--- config.mk ---
export PLATFORM = sky130hd
export DESIGN_NAME = dma_chan_regs
export DESIGN_NICKNAME = d
export VERILOG_FILES = /design/src/rtl/dma_regs_pkg.sv /design/src/rtl/dma_port_decode.sv /design/src/rtl/dma_channel.sv /design/src/rtl/dma_chan_regs.sv
export SDC_FILE = /design/constraint.sdc
export NUM_CORES = 1
export LEC_CHECK = 0
export CELL_PAD_IN_SITES_DETAIL_PLACEMENT = 0
export CELL_PAD_IN_SITES_GLOBAL_PLACEMENT = 1
export CORE_MARGIN = 2
export CORE_UTILIZATION = 48
export DETAILED_ROUTE_END_ITERATION = 7
export GPL_TIMING_DRIVEN = 0
export PLACE_DENSITY_LB_ADDON = 0.1
export REMOVE_ABC_BUFFERS = 1
export SLEW_MARGIN = 10
export SYNTH_ARGS = -nofsm -noshare
export SYNTH_HDL_FRONTEND = slang
export SYNTH_HIERARCHICAL = 1
export SYNTH_SLANG_ARGS = --single-unit
export TNS_END_PERCENT = 20
--- constraint.sdc ---
create_clock -name clk -period 5.3 [get_ports clk]
set_clock_uncertainty 0.15 [all_clocks]
set_input_delay 1.06 -clock clk [delete_from_list [all_inputs] [get_ports clk]]
set_output_delay 1.06 -clock clk [all_outputs]
set_load 0.01 [all_outputs]
--- src/rtl/dma_regs_pkg.sv ---
package dma_regs_pkg;

  typedef enum logic [2:0] {
    K_NONE,
    K_ADDR,
    K_CNT,
    K_MASK,
    K_MODE,
    K_CLRFF,
    K_MRST,
    K_PAGE
  } port_kind_e;

  localparam logic [7:0] OFS_MASK  = 8'h0A;
  localparam logic [7:0] OFS_MODE  = 8'h0B;
  localparam logic [7:0] OFS_CLRFF = 8'h0C;
  localparam logic [7:0] OFS_MRST  = 8'h0D;

  // page port of a channel; the order is irregular, so it is a lookup
  function automatic logic [7:0] page_port(input int unsigned ch);
    case (ch)
      0: page_port = 8'h87;
      1: page_port = 8'h83;
      2: page_port = 8'h81;
      3: page_port = 8'h82;
      default: page_port = 8'h88 + 8'(ch);
    endcase
  endfunction

  // address step inside a 64 KiB page: wraps, never carries out
  function automatic logic [15:0] step_addr(input logic [15:0] a, input logic down);
    step_addr = down ? (a - 16'd1) : (a + 16'd1);
  endfunction

  function automatic logic [15:0] step_count(input logic [15:0] c);
    step_count = c - 16'd1;
  endfunction

endpackage

--- src/rtl/dma_port_decode.sv ---
module dma_port_decode
  import dma_regs_pkg::*;
#(
  parameter int NCH  = 4,
  parameter int HA_W = 8
) (
  input  logic [HA_W-1:0]        host_addr,
  output port_kind_e             kind,
  output logic [$clog2(NCH)-1:0] chan
);
  localparam int CHW = $clog2(NCH);

  always_comb begin
    kind = K_NONE;
    chan = '0;
    if (host_addr < HA_W'(2 * NCH)) begin
      kind = host_addr[0] ? K_CNT : K_ADDR;
      chan = host_addr[CHW:1];
    end else if (host_addr == HA_W'(OFS_MASK)) begin
      kind = K_MASK;
    end else if (host_addr == HA_W'(OFS_MODE)) begin
      kind = K_MODE;
    end else if (host_addr == HA_W'(OFS_CLRFF)) begin
      kind = K_CLRFF;
    end else if (host_addr == HA_W'(OFS_MRST)) begin
      kind = K_MRST;
    end else begin
      for (int i = 0; i < NCH; i++) begin
        if (host_addr == HA_W'(page_port(i))) begin
          kind = K_PAGE;
          chan = CHW'(i);
        end
      end
    end
  end
endmodule

--- src/rtl/dma_channel.sv ---
module dma_channel
  import dma_regs_pkg::*;
#(
  parameter int CNT_W  = 16,
  parameter int BYTE_W = 8,
  parameter int PAGE_W = 8,
  parameter int MODE_W = 6
) (
  input  logic              clk,
  input  logic              rst_n,
  input  logic              wr_addr,
  input  logic              wr_cnt,
  input  logic              byte_hi,
  input  logic [BYTE_W-1:0] wdata,
  input  logic              wr_page,
  input  logic              wr_mode,
  input  logic              mask_we,
  input  logic              mask_val,
  input  logic              mask_all,
  input  logic              step,
  output logic [CNT_W-1:0]  cur_addr,
  output logic [CNT_W-1:0]  cur_cnt,
  output logic [PAGE_W-1:0] page,
  output logic              masked,
  output logic              done,
  output logic              addr_down,
  output logic              to_mem,
  output logic              tc_evt
);
  logic [MODE_W-1:0] mode_q;
  logic              accept;

  // stored mode = host data [7:2]; [3] is data bit 5, [1:0] data bits 3:2
  assign addr_down = mode_q[3];
  assign to_mem    = (mode_q[1:0] == 2'b01);
  assign accept    = step && !masked && !done;
  assign tc_evt    = accept && (cur_cnt == '0);

  always_ff @(posedge clk) begin
    if (!rst_n) begin
      cur_addr <= '0;
      cur_cnt  <= '0;
      page     <= '0;
      mode_q   <= '0;
      masked   <= 1'b1;
      done     <= 1'b0;
    end else begin
      if (mask_all)      masked <= 1'b1;
      else if (mask_we)  masked <= mask_val;

      if (wr_mode) mode_q <= wdata[BYTE_W-1 -: MODE_W];
      if (wr_page) page   <= wdata[PAGE_W-1:0];

      if (wr_addr) begin
        if (byte_hi) cur_addr[BYTE_W +: BYTE_W] <= wdata;
        else         cur_addr[0 +: BYTE_W]      <= wdata;
      end else if (accept) begin
        cur_addr <= step_addr(cur_addr, addr_down);
      end

      if (wr_cnt) begin
        if (byte_hi) cur_cnt[BYTE_W +: BYTE_W] <= wdata;
        else         cur_cnt[0 +: BYTE_W]      <= wdata;
        done <= 1'b0;
      end else if (accept) begin
        cur_cnt <= step_count(cur_cnt);
        if (cur_cnt == '0) done <= 1'b1;
      end
    end
  end
endmodule

--- src/rtl/dma_chan_regs.sv ---
module dma_chan_regs
  import dma_regs_pkg::*;
#(
  parameter int NCH    = 4,
  parameter int HA_W   = 8,
  parameter int BYTE_W = 8,
  parameter int PAGE_W = 8
) (
  input  logic                     clk,
  input  logic                     rst_n,
  input  logic [HA_W-1:0]          host_addr,
  input  logic                     host_wr,
  input  logic                     host_rd,
  input  logic [BYTE_W-1:0]        host_wdata,
  output logic [BYTE_W-1:0]        host_rdata,
  input  logic                     step_valid,
  input  logic [$clog2(NCH)-1:0]   step_chan,
  output logic [2*BYTE_W+PAGE_W-1:0] phys_addr,
  output logic                     tc,
  output logic [NCH-1:0]           chan_en,
  output logic                     xfer_to_mem
);
  localparam int CHW   = $clog2(NCH);
  localparam int CNT_W = 2 * BYTE_W;

  port_kind_e             kind;
  logic [CHW-1:0]         dchan;
  logic                   is_reg;
  logic                   ff_q;
  logic [CNT_W-1:0]       hold_q;
  logic [CNT_W-1:0]       sel_val;
  logic [CHW-1:0]         data_chan;

  logic [NCH-1:0][CNT_W-1:0]  addr_v;
  logic [NCH-1:0][CNT_W-1:0]  cnt_v;
  logic [NCH-1:0][PAGE_W-1:0] page_v;
  logic [NCH-1:0]             masked_v;
  logic [NCH-1:0]             done_v;
  logic [NCH-1:0]             dec_v;
  logic [NCH-1:0]             tomem_v;
  logic [NCH-1:0]             tc_v;

  dma_port_decode #(.NCH(NCH), .HA_W(HA_W)) u_dec (
    .host_addr (host_addr),
    .kind      (kind),
    .chan      (dchan)
  );

  assign is_reg    = (kind == K_ADDR) || (kind == K_CNT);
  assign data_chan = host_wdata[CHW-1:0];

  generate
    for (genvar i = 0; i < NCH; i++) begin : g_ch
      dma_channel #(
        .CNT_W (CNT_W),
        .BYTE_W(BYTE_W),
        .PAGE_W(PAGE_W),
        .MODE_W(BYTE_W - 2)
      ) u_ch (
        .clk      (clk),
        .rst_n    (rst_n),
        .wr_addr  (host_wr && kind == K_ADDR && dchan == CHW'(i)),
        .wr_cnt   (host_wr && kind == K_CNT  && dchan == CHW'(i)),
        .byte_hi  (ff_q),
        .wdata    (host_wdata),
        .wr_page  (host_wr && kind == K_PAGE && dchan == CHW'(i)),
        .wr_mode  (host_wr && kind == K_MODE && data_chan == CHW'(i)),
        .mask_we  (host_wr && kind == K_MASK && data_chan == CHW'(i)),
        .mask_val (host_wdata[2]),
        .mask_all (host_wr && kind == K_MRST),
        .step     (step_valid && step_chan == CHW'(i)),
        .cur_addr (addr_v[i]),
        .cur_cnt  (cnt_v[i]),
        .page     (page_v[i]),
        .masked   (masked_v[i]),
        .done     (done_v[i]),
        .addr_down(dec_v[i]),
        .to_mem   (tomem_v[i]),
        .tc_evt   (tc_v[i])
      );
    end
  endgenerate

  // shared byte pointer: 0 = low byte next, 1 = high byte next
  always_ff @(posedge clk) begin
    if (!rst_n) begin
      ff_q <= 1'b0;
    end else if (host_wr && (kind == K_CLRFF || kind == K_MRST)) begin
      ff_q <= 1'b0;
    end else if ((host_wr || host_rd) && is_reg) begin
      ff_q <= ~ff_q;
    end
  end

  assign sel_val = (kind == K_CNT) ? cnt_v[dchan] : addr_v[dchan];

  // the low-byte read freezes the whole value for the high-byte read
  always_ff @(posedge clk) begin
    if (!rst_n)                         hold_q <= '0;
    else if (host_rd && is_reg && !ff_q) hold_q <= sel_val;
  end

  always_comb begin
    host_rdata = '0;
    if (host_rd) begin
      if (is_reg)             host_rdata = ff_q ? hold_q[BYTE_W +: BYTE_W] : sel_val[0 +: BYTE_W];
      else if (kind == K_PAGE) host_rdata = BYTE_W'(page_v[dchan]);
    end
  end

  assign phys_addr   = {page_v[step_chan], addr_v[step_chan]};
  assign tc          = |tc_v;
  assign chan_en     = ~masked_v;
  assign xfer_to_mem = tomem_v[step_chan];

endmodule

# Yosys cells after proc, flatten, opt, wreduce, memory -nomap -nowiden
# Index checks and enable logic that the tools add are counted.
word_totals:
  out_inout_bits: 38
  wordCells: 273
  ff_bits: 201
op_classes:
  n_bitwise: 3
  eq_ne: 44
  mux: 77
  n_reduce_logical: 100
  addsub: 12
  n_lt_le_gt_ge: 3
op_table:
  columns: ["operator", "count"]
  rows:
  - ["$mux W16", 24]
  - ["$mux W8", 28]
  - ["$sub A16 B1 Y16 const B", 8]
  - ["$bmux W16 S2", 3]
  - ["$add A16 B1 Y16 const B", 4]
  - ["$logic_not A16 Y1", 4]
  - ["$logic_and A1 B1 Y1", 46]
  - ["$reduce_and A2 Y1", 20]
  - ["$bmux W8 S2", 2]
  - ["$eq A8 B4 Y1 const B", 4]
  - ["$eq A8 B8 Y1", 4]
  - ["$ne A2 B2 Y1 const B", 16]
  - ["$mux W3", 9]
  - ["$mux W2", 8]
  - ["$reduce_bool A2 Y1", 8]
  - ["$eq A2 B1 Y1 const B", 7]
  - ["$eq A2 B2 Y1 const B", 6]
  - ["$eq A3 B3 Y1 const B", 4]
  - ["$reduce_or A2 Y1", 6]
  - ["$logic_not A1 Y1", 9]
  - ["$lt A8 B4 Y1 const B", 1]
  - ["$eq A3 B2 Y1 const B", 2]
  - ["$logic_not A2 Y1", 3]
  - ["$lt A2 B3 Y1 const B", 2]
  - ["other kinds (7)", 11]

# Depth between registers and ports, before layout
# Gate-level depths: netlist of run 1.
logic_depth:
  depth_word: 21
  ltp_mapped: 17
  depth_no_buf: 12

# By module
# Netlist of run 1, hierarchy kept.
modules_own_cells:
  columns: ["mod", "area_per_inst_um2", "n_inst", "seq_area_each_um2", "cells_per_inst"]
  rows:
  - ["dma_channel (g_ch[1].u_ch ...)", 2961.6, 3, 900.9, 366]
  - ["dma_channel (g_ch[0].u_ch)", 2900.3, 1, 900.9, 357]
  - ["dma_chan_regs", 2506.2, 1, 180.2, 199]
  - ["dma_port_decode", 172.7, 1, 0.0, 26]

# Least setup slack after synthesis of run 1
# OpenSTA, ideal clock, no wires.
synth_timing:
  kind: "input-to-output"
  start: "input port host_addr[6]"
  end: "output port host_rdata[2]"
  path_slack_ps: 956
  path_stages: 7
  t_arrival_ps: 3134
  n_path_buf: 2
  cell_sequence: "or3_4 -> or2_1 -> a211oi_1 -> buf_6 -> buf_6 -> mux4_1 -> a221o_1"
synth_between:
  elab_chain_len: 15
  word_cells_on_any_way: 41
  cone_classes: "order compare (1); eq/ne (11); mux (28); reduce/logical (1)"
synth_rtl:
  columns: ["element", "line_no", "rtl"]
  rows:
  - ["start: declaration", "dma_chan_regs.sv:11", "input logic [HA_W-1:0] host_addr,"]
  - ["$eq A8 B8 Y1", "dma_port_decode.sv:29", "if (host_addr == HA_W'(page_port(i))) begin"]
  - ["$mux W1", "dma_port_decode.sv:29", null]
  - ["$mux W2 (2 in a row)", "dma_port_decode.sv:29", null]
  - ["$mux W2", "dma_port_decode.sv:25", "end else if (host_addr == HA_W'(OFS_MRST)) begin"]
  - ["$mux W2", "dma_port_decode.sv:23", "end else if (host_addr == HA_W'(OFS_CLRFF)) begin"]
  - ["$mux W2", "dma_port_decode.sv:21", "end else if (host_addr == HA_W'(OFS_MODE)) begin"]
  - ["$mux W2", "dma_port_decode.sv:19", "end else if (host_addr == HA_W'(OFS_MASK)) begin"]
  - ["$mux W2 (*)", "dma_port_decode.sv:16", "if (host_addr < HA_W'(2 * NCH)) begin"]
  - ["named net dchan[0]", "dma_chan_regs.sv:27", "logic [CHW-1:0] dchan;"]
  - ["$bmux W16 S2", "dma_chan_regs.sv:95", "assign sel_val = (kind == K_CNT) ? cnt_v[dchan] : addr_v[dchan];"]
  - ["$mux W16 (implied by the code)", "dma_chan_regs.sv:95", null]
  - ["$mux W16", "dma_chan_regs.sv:95", null]
  - ["$mux W8", "dma_chan_regs.sv:106", "if (is_reg) host_rdata = ff_q ? hold_q[BYTE_W +: BYTE_W] : sel_val[0 +: BYTE_W];"]
  - ["$mux W8 (*)", "dma_chan_regs.sv:106", null]
  - ["$mux W8 (*)", "dma_chan_regs.sv:105", "if (host_rd) begin"]
  - ["end: declaration", "dma_chan_regs.sv:15", "output logic [BYTE_W-1:0] host_rdata,"]
# The timed path passes the listed nets; every way through them passes the cells marked *. The select of a mux whose other input is x is not followed.

# Worst setup path in the final report of run 1
layout_timing:
  start: "input port host_addr[5]"
  end: "output port host_rdata[7]"
# Same word-level chain as after synthesis.

==> flow_summary.html, run 1 <==
<table>
<tr><th>Metric</th><th>Value</th></tr>
<tr><th colspan="2">Drt</th></tr>
<tr><td>Residual DRC</td><td>0</td></tr>
<tr><td>Antenna Nets Post-Route</td><td>0</td></tr>
<tr><td>Final wirelength</td><td>48500 um</td></tr>
<tr><td>Via density per instance</td><td>6.40</td></tr>
<tr><td>Routed len/inst</td><td>23.2 um</td></tr>
<tr><td>Detailed router's first-iteration violation count</td><td>1186</td></tr>
<tr><td>Initial DRT Pass Iterations</td><td>7</td></tr>
<tr><td>Routed vias</td><td>13402</td></tr>
<tr><th colspan="2">Power</th></tr>
<tr><td>Power Density</td><td>187 nW/um^2</td></tr>
<tr><td>Leakage power total</td><td>6.19 nW</td></tr>
<tr><td>Final Total Pwr</td><td>3.01 mW</td></tr>
<tr><td>Peak supply drop</td><td>0.223 mV</td></tr>
<tr><th colspan="2">Global route</th></tr>
<tr><td>Grt total ovfl</td><td>0</td></tr>
<tr><td>Maximum number of pins on one net before global-route repair</td><td>103</td></tr>
<tr><td>First-pass GRT wire length</td><td>73800 um</td></tr>
<tr><td>Antenna violations before repair</td><td>2</td></tr>
<tr><td>Overall track demand over capacity in global routing</td><td>0.308</td></tr>
<tr><td>Via count of the first global-routing pass</td><td>12532</td></tr>
<tr><th colspan="2">Layout</th></tr>
<tr><td>Summed area of non-filler cells in the final layout</td><td>16100 um^2</td></tr>
<tr><td>Area grow syn2layout</td><td>11.5%</td></tr>
<tr><td>Final net count</td><td>1780</td></tr>
<tr><td>Most common library cell in the layout ignoring fill and taps</td><td>sky130_fd_sc_hd__dfxtp_1</td></tr>
<tr><td>Share of layout cells above drive strength 1</td><td>0.125</td></tr>
<tr><td>Commonest non-fill, non-tap cells in the layout</td><td>sky130_fd_sc_hd__dfxtp_1 (188), sky130_fd_sc_hd__o21ai_0 (146), sky130_fd_sc_hd__nor2_1 (134)</td></tr>
<tr><td>Finished Core Util</td><td>0.544</td></tr>
<tr><th colspan="2">Worst setup path</th></tr>
<tr><td>Critical path arrival</td><td>4.08 ns</td></tr>
<tr><td>Setup slack on the worst flop-to-flop path</td><td>2.09 ns</td></tr>
<tr><td>Worst Path Max Fanout</td><td>13</td></tr>
<tr><td>Critical path launch point type</td><td>input port</td></tr>
<tr><td>Required @ worst endpoint</td><td>4.09 ns</td></tr>
<tr><td>Type of the setup path with the least slack</td><td>in -&gt; out</td></tr>
<tr><td>Category of the worst setup path capture point</td><td>primary output</td></tr>
<tr><th colspan="2">Place</th></tr>
<tr><td>Weighted congestion reported at the end of routability-driven placement</td><td>0.937</td></tr>
<tr><td>Total cell area at the placement stage</td><td>15300 um^2</td></tr>
<tr><td># port buffers</td><td>60</td></tr>
<tr><td>HPWL after detailed placement</td><td>33900 um</td></tr>
<tr><th colspan="2">Timing</th></tr>
<tr><td>Tmin final</td><td>5.29 ns</td></tr>
<tr><td>Tightest slew margin relative to the limit</td><td>0.0603</td></tr>
<tr><td>Max-slew violation total from the final report</td><td>0</td></tr>
<tr><td>Slew @ Worst Pin</td><td>1.41 ns</td></tr>
<tr><td>Setup TNS after final layout</td><td>0 ns</td></tr>
<tr><td>Worst hold-check slack</td><td>0.361 ns</td></tr>
<tr><td>Highest attainable clock frequency</td><td>189 MHz</td></tr>
<tr><td>Period utilization</td><td>0.999</td></tr>
<tr><td>Setup repair after global routing missed its margin</td><td>yes</td></tr>
<tr><td>Setup violators final</td><td>0</td></tr>
<tr><td>Total count of hold-check failures in the final report</td><td>0</td></tr>
<tr><th colspan="2">Floorplan</th></tr>
<tr><td>Vertical extent of the die</td><td>178 um</td></tr>
<tr><td>Area of the placeable core</td><td>29600 um^2</td></tr>
<tr><td>FP Rows</td><td>63</td></tr>
<tr><td>Die width</td><td>178 um</td></tr>
<tr><td>Initial core utilization</td><td>0.488</td></tr>
<tr><td>Die area</td><td>31500 um^2</td></tr>
<tr><td>I/O pins</td><td>61</td></tr>
<tr><th colspan="2">Clock tree</th></tr>
<tr><td>CTS tree</td><td>built</td></tr>
<tr><td>CTS sink count</td><td>189</td></tr>
<tr><td>Clock-pin slew reported for the worst setup and hold paths after clock tree synthesis</td><td>0.07 ns</td></tr>
<tr><td>Total clock buffers created by CTS</td><td>17</td></tr>
<tr><td>Longest Clk Path Bufs</td><td>2</td></tr>
<tr><td>Clock Root Buffer</td><td>sky130_fd_sc_hd__clkbuf_16</td></tr>
<tr><td>Depth of the CTS H-tree</td><td>4</td></tr>
<tr><td>Source-to-sink clock delay at the later pin of the worst-skew pair</td><td>0.45 ns</td></tr>
<tr><td>Hold buffers post-CTS</td><td>0</td></tr>
<tr><th colspan="2">Run</th></tr>
<tr><td>Reported max-cap violation count</td><td>0</td></tr>
<tr><th colspan="2">Logic synthesis</th></tr>
<tr><td>Synthesis warning total</td><td>6</td></tr>
<tr><td>Cells after synthesis</td><td>1680</td></tr>
<tr><td>Proportion of synthesized chip area in sequential cells</td><td>0.262</td></tr>
<tr><td>Count of state elements after synthesis</td><td>189</td></tr>
<tr><td>Post-synth ARST share</td><td>0</td></tr>
<tr><td>Count of flip-flops with a built-in enable after synthesis</td><td>0</td></tr>
<tr><td>Post-Synthesis Mean Instance Area</td><td>8.61 um^2</td></tr>
<tr><td>Distinct cell type count after synthesis</td><td>85</td></tr>
<tr><td>Synthesized cell area</td><td>14500 um^2</td></tr>
<tr><td>Most instantiated flip-flop cell in the synthesis netlist</td><td>sky130_fd_sc_hd__dfxtp_1</td></tr>
<tr><th colspan="2">Worst hold path</th></tr>
<tr><td>HP Class</td><td>reg -&gt; reg</td></tr>
<tr><th colspan="2">Status</th></tr>
<tr><td>Run status</td><td>finished, final reports clean</td></tr>
</table>
==> worst max-delay path, cell delays in order <==
cell                              delay (ns)
sky130_fd_sc_hd__clkdlybuf4s50_1        0.39
sky130_fd_sc_hd__or3_4                  0.39
sky130_fd_sc_hd__or2_4                  0.27
sky130_fd_sc_hd__a211oi_4               0.22
sky130_fd_sc_hd__buf_8                  0.15
sky130_fd_sc_hd__buf_12                 0.15
sky130_fd_sc_hd__buf_12                 0.12
sky130_fd_sc_hd__buf_4                  0.11
sky130_fd_sc_hd__mux4_2                 0.55
sky130_fd_sc_hd__a221o_1                0.36
sky130_fd_sc_hd__dlygate4sd2_1          0.30
==> layout make-up <==
cell class / instances / area [um^2]
clock buffer: 18 / 439
fill: 2782 / 13500
antenna: 2 / 5.00
multi-input combinational: 1352 / 10200
sequential: 189 / 3780
tap: 390 / 488
timing repair buffer: 84 / 905
clock inverter: 14 / 173
inverter: 45 / 169
==> state kept, by name (all words and copies together) (netlist names) <==
register,cells
ff_q,1
g_ch.u_ch/cur_addr,64
g_ch.u_ch/cur_cnt,64
g_ch.u_ch/done,4
g_ch.u_ch/masked,4
g_ch.u_ch/mode_q,12
g_ch.u_ch/page,32
hold_q,8
==> kinds of logic after synthesis <==
kind of cell	count (synthesis)	share of synthesized area
compound gates	548	0.249
flops	189	0.262
fa+ha+maj	68	0.0609
xor+xnor	46	0.0284
buf+inv	140	0.0465
mux	128	0.148
simple gates	561	0.206
==> where the power goes <==
part	switching (mW)	leakage, nW	internal, mW
clock	0.673	0.298	0.692
sequential	0.00830	1.52	1.42
combinational	0.138	4.36	0.0760
total	0.820	6.19	2.19
==> repair_timing <==
item / CTS / global route
setup buffers: 11 / 0
endpoints found under the hold margin: 0 / 0
pin swaps: 6 / 1
cloned: 1 / 0
setup endpoints to repair: 103 / 29
resized for setup: 36 / 5
==> cells in the mapped netlist (16+ instances only) <==
cell type / instances / area, um^2
sky130_fd_sc_hd__nor3_1: 49 / 245
sky130_fd_sc_hd__o21ai_0: 146 / 731
sky130_fd_sc_hd__a21oi_1: 124 / 621
sky130_fd_sc_hd__inv_1: 41 / 154
sky130_fd_sc_hd__nor2_1: 141 / 529
sky130_fd_sc_hd__o221a_2: 18 / 203
sky130_fd_sc_hd__nand3_1: 32 / 160
sky130_fd_sc_hd__a31oi_1: 35 / 219
sky130_fd_sc_hd__clkbuf_1: 65 / 244
sky130_fd_sc_hd__mux4_2: 52 / 1170
sky130_fd_sc_hd__a21boi_0: 16 / 120
sky130_fd_sc_hd__ha_1: 64 / 801
sky130_fd_sc_hd__and2_1: 19 / 119
sky130_fd_sc_hd__o211ai_1: 21 / 158
sky130_fd_sc_hd__xnor2_1: 20 / 175
sky130_fd_sc_hd__nand2_1: 124 / 465
sky130_fd_sc_hd__mux2i_1: 60 / 601
sky130_fd_sc_hd__dfxtp_1: 189 / 3780
sky130_fd_sc_hd__xor2_1: 25 / 219
sky130_fd_sc_hd__nor2b_1: 87 / 544
sky130_fd_sc_hd__a21o_1: 40 / 300
==> worst paths after layout <==
path / start / end / cells past startpoint
max: host_addr[5] / host_rdata[7] / 11
min: g_ch[0].u_ch/mode_q[0]$_SDFFE_PN0P_ / g_ch[0].u_ch/mode_q[0]$_SDFFE_PN0P_ / 2
max reg2reg: g_ch[2].u_ch/mode_q[3]$_SDFFE_PN0P_ / g_ch[2].u_ch/cur_addr[14]$_SDFFE_PN0P_ / 7
min reg2reg: g_ch[0].u_ch/mode_q[0]$_SDFFE_PN0P_ / g_ch[0].u_ch/mode_q[0]$_SDFFE_PN0P_ / 2
==> layer usage <==
layer	GRT usage	wire length, um	vias up
met4	0.122	1860	0
met5	0	0	-
met1	0.410	21200	6454
met3	0.0673	3440	107
li1	-	-	6357
met2	0.486	22000	484
==> stage by stage <==
step / cells / setup WS [ns]
2_1_floorplan: 1585 / -5.70
3_3_place_gp: 2035 / -11.88
3_5_place_dp: 2048 / -0.930
4_1_cts: 2092 / -0.00744
5_1_grt: 2092 / -0.0447
6_report: 2094 / 0.00720
Power figures use the tool's default switching activity.
==> run 2, diff against run 1 <==
- CORE_UTILIZATION: 48 -> 45
==> flow_summary.html, run 2 (same netlist as run 1, synthesis figures left out) <==
<table>
<tr><th>Metric</th><th>Value</th></tr>
<tr><th colspan="2">Drt</th></tr>
<tr><td>Routed vias</td><td>13322 (-0.60%)</td></tr>
<tr><td>Initial DRT Pass Iterations</td><td>6 (-1)</td></tr>
<tr><td>Detailed router's first-iteration violation count</td><td>1213 (+2.3%)</td></tr>
<tr><td>Final wirelength</td><td>48900 um (+0.73%)</td></tr>
<tr><td>Via density per instance</td><td>6.33 (-1.1%)</td></tr>
<tr><td>Routed len/inst</td><td>23.2 um (+0.20%)</td></tr>
<tr><td>Residual DRC</td><td>0 (unchanged)</td></tr>
<tr><td>Antenna Nets Post-Route</td><td>0 (unchanged)</td></tr>
<tr><th colspan="2">Worst setup path</th></tr>
<tr><td>Required @ worst endpoint</td><td>4.09 ns (about the same)</td></tr>
<tr><td>Worst stage delay on the critical path</td><td>0.68 ns (+0.13 ns)</td></tr>
<tr><td>Worst Path Max Fanout</td><td>12 (-1)</td></tr>
<tr><td>Category of the worst setup path capture point</td><td>primary output</td></tr>
<tr><td>Slowest cell on the critical path</td><td>sky130_fd_sc_hd__mux4_1</td></tr>
<tr><td>Critical path launch point type</td><td>input port</td></tr>
<tr><td>Critical path arrival</td><td>4.05 ns (-0.03 ns)</td></tr>
<tr><td>Type of the setup path with the least slack</td><td>in -&gt; out</td></tr>
<tr><td>Cell chain of the critical path</td><td>clkdlybuf4s50_1, or3_4, or2_4, a211oi_4, buf_8, buf_12, buf_12, mux4_1, a221o_1, dlygate4sd2_1</td></tr>
<tr><td>Most used cell, CP</td><td>sky130_fd_sc_hd__buf_12</td></tr>
<tr><td>Setup slack on the worst flop-to-flop path</td><td>2.11 ns (+0.02 ns)</td></tr>
<tr><th colspan="2">Place</th></tr>
<tr><td>Placement-stage worst setup slack</td><td>-0.941 ns (-0.0114 ns)</td></tr>
<tr><td>HPWL after detailed placement</td><td>34700 um (+2.2%)</td></tr>
<tr><td>Weighted congestion reported at the end of routability-driven placement</td><td>0.910 (-2.8%)</td></tr>
<tr><td># port buffers</td><td>60 (unchanged)</td></tr>
<tr><th colspan="2">Clock tree</th></tr>
<tr><td>CTS tree</td><td>built</td></tr>
<tr><td>Total clock buffers created by CTS</td><td>17 (unchanged)</td></tr>
<tr><td>CTS sink count</td><td>189 (unchanged)</td></tr>
<tr><td>Clock-pin slew reported for the worst setup and hold paths after clock tree synthesis</td><td>0.07 ns (about the same)</td></tr>
<tr><td>Clock Root Buffer</td><td>sky130_fd_sc_hd__clkbuf_16</td></tr>
<tr><td>Source-to-sink clock delay at the later pin of the worst-skew pair</td><td>0.45 ns (about the same)</td></tr>
<tr><td>Hold buffers post-CTS</td><td>0 (unchanged)</td></tr>
<tr><td>Depth of the CTS H-tree</td><td>4 (unchanged)</td></tr>
<tr><td>Longest Clk Path Bufs</td><td>2 (unchanged)</td></tr>
<tr><th colspan="2">Floorplan</th></tr>
<tr><td>Initial core utilization</td><td>0.457 (-0.0308)</td></tr>
<tr><td>Die width</td><td>183 um (+3.2%)</td></tr>
<tr><td>FP Rows</td><td>65 (+3.2%)</td></tr>
<tr><td>Die area</td><td>33600 um^2 (+6.5%)</td></tr>
<tr><td>I/O pins</td><td>61 (unchanged)</td></tr>
<tr><td>Area of the placeable core</td><td>31600 um^2 (+6.7%)</td></tr>
<tr><td>Vertical extent of the die</td><td>183 um (+3.2%)</td></tr>
<tr><th colspan="2">Timing</th></tr>
<tr><td>Total count of hold-check failures in the final report</td><td>0 (unchanged)</td></tr>
<tr><td>Period utilization</td><td>0.992 (-0.00698)</td></tr>
<tr><td>Tmin final</td><td>5.26 ns (-0.0370 ns)</td></tr>
<tr><td>Least setup slack across all paths after layout</td><td>0.0442 ns (+0.0370 ns)</td></tr>
<tr><td>Tightest slew margin relative to the limit</td><td>0.0953 (+0.0350)</td></tr>
<tr><td>Slew @ Worst Pin</td><td>1.35 ns (-0.0523 ns)</td></tr>
<tr><td>Max-slew violation total from the final report</td><td>0 (unchanged)</td></tr>
<tr><td>Setup violators final</td><td>0 (unchanged)</td></tr>
<tr><td>Highest attainable clock frequency</td><td>190 MHz (+0.70%)</td></tr>
<tr><th colspan="2">Layout</th></tr>
<tr><td>Area grow syn2layout</td><td>11.6% (about the same)</td></tr>
<tr><td>Share of layout cells above drive strength 1</td><td>0.126 (+0.00110)</td></tr>
<tr><td>Commonest non-fill, non-tap cells in the layout</td><td>sky130_fd_sc_hd__dfxtp_1 (188), sky130_fd_sc_hd__o21ai_0 (146), sky130_fd_sc_hd__nor2_1 (134)</td></tr>
<tr><td>Final net count</td><td>1782 (+0.11%)</td></tr>
<tr><td>Number of antenna repair diodes</td><td>0 (-2)</td></tr>
<tr><td>Most common library cell in the layout ignoring fill and taps</td><td>sky130_fd_sc_hd__dfxtp_1</td></tr>
<tr><td>Top Registers</td><td>g_ch.u_ch/cur_addr x64, g_ch.u_ch/cur_cnt x64, g_ch.u_ch/page x32</td></tr>
<tr><th colspan="2">Global route</th></tr>
<tr><td>Antenna violations before repair</td><td>0 (-2)</td></tr>
<tr><td>GRT met1 Usage</td><td>0.401 (-0.00864)</td></tr>
<tr><td>Global Route met2 Usage</td><td>0.479 (-0.00655)</td></tr>
<tr><td>Maximum number of pins on one net before global-route repair</td><td>105 (+1.9%)</td></tr>
<tr><td>Via count of the first global-routing pass</td><td>12529 (-0.024%)</td></tr>
<tr><td>Met3 global-route usage</td><td>0.0417 (-0.0256)</td></tr>
<tr><td>First-pass GRT wire length</td><td>75000 um (+1.7%)</td></tr>
<tr><td>Top Usage Layer GRT</td><td>met2</td></tr>
<tr><td>Overall track demand over capacity in global routing</td><td>0.291 (-0.0169)</td></tr>
<tr><td>Grt total ovfl</td><td>0 (unchanged)</td></tr>
<tr><th colspan="2">Power</th></tr>
<tr><td>Leakage power total</td><td>6.19 nW (about the same)</td></tr>
<tr><td>Final Total Pwr</td><td>3.05 mW (+1.1%)</td></tr>
<tr><td>Power Density</td><td>189 nW/um^2 (+1.0%)</td></tr>
<tr><td>Peak supply drop</td><td>0.226 mV (+1.2%)</td></tr>
<tr><th colspan="2">Status</th></tr>
<tr><td>Run status</td><td>finished, final reports clean</td></tr>
<tr><th colspan="2">Run</th></tr>
<tr><td>Reported max-cap violation count</td><td>0 (unchanged)</td></tr>
<tr><th colspan="2">Worst hold path</th></tr>
<tr><td>HP Class</td><td>reg -&gt; reg</td></tr>
</table>
## run 2: metal layers
metal	vias to the layer above	wire, um	part of all wire
met4	0	962	0.020
met3	48	2970	0.061
met2	430	22800	0.47
li1	6348	-	-
met1	6496	22100	0.45
met5	-	0	0
## run 2: area by class of cell
type / count / area, um^2
inverter: 45 / 169
multi-input combinational: 1352 / 10100
clock inverter: 9 / 134
tap: 402 / 503
clock buffer: 22 / 484
sequential: 189 / 3780
fill: 2966 / 15500
timing repair buffer: 86 / 931
## run 2: timing repair
| action | CTS | global route |
|---|---|---|
| hold endpoints to repair | 0 | 0 |
| endpoints found under the setup margin | 81 | 27 |
| buffers inserted | 8 | 1 |
| gates cloned | 0 | 1 |
| pin swaps | 5 | 4 |
| gates resized for setup | 30 | 11 |
## run 2: path summary, 6_finish.rpt
kind	start	endpoint	cells past startpoint
worst max-delay path	host_addr[4]	host_rdata[2]	10
worst min-delay path	g_ch[3].u_ch/mode_q[0]$_SDFFE_PN0P_	g_ch[3].u_ch/mode_q[0]$_SDFFE_PN0P_	2
worst max register to register	g_ch[3].u_ch/mode_q[3]$_SDFFE_PN0P_	g_ch[3].u_ch/cur_addr[9]$_SDFFE_PN0P_	7
worst min register to register	g_ch[3].u_ch/mode_q[0]$_SDFFE_PN0P_	g_ch[3].u_ch/mode_q[0]$_SDFFE_PN0P_	2
## run 2: power by group
group          leakage, nW  total, mW  internal [mW]  switching, mW
Sequential            1.52       1.43           1.42        0.00635
Combinational         4.36      0.217         0.0766          0.140
Clock                0.303       1.40          0.793          0.605
Total                 6.19       3.05           2.29          0.751
## run 2: per-stage QoR
step	hold slack (ns)	setup TNS, ns	std cells	util	area (um^2)
2_1_floorplan	0.305	-683.25	1585	-	14000
3_3_place_gp	0.341	-1433.47	2047	0.476	15100
3_5_place_dp	0.347	-64.64	2064	0.486	15400
4_1_cts	0.365	0	2103	0.508	16100
5_1_grt	0.392	-0.000715	2105	0.510	16100
6_report	0.370	0	2105	0.510	16100
## run 2: worst max-delay path, delay by kind of cell
| kind | cells | cell delay, ns |
|---|---|---|
| buffers and inverters | 5 | 1.07 |
| and+or+nand+nor | 2 | 0.66 |
| AOI/OAI and AO/OA | 2 | 0.55 |
| muxes | 1 | 0.68 |
==> run 3, diff against run 2 <==
- CORE_UTILIZATION: 45 -> 48
==> results of run 3 <==
The final DEF is identical to that of run 1; final timing and power are the same.
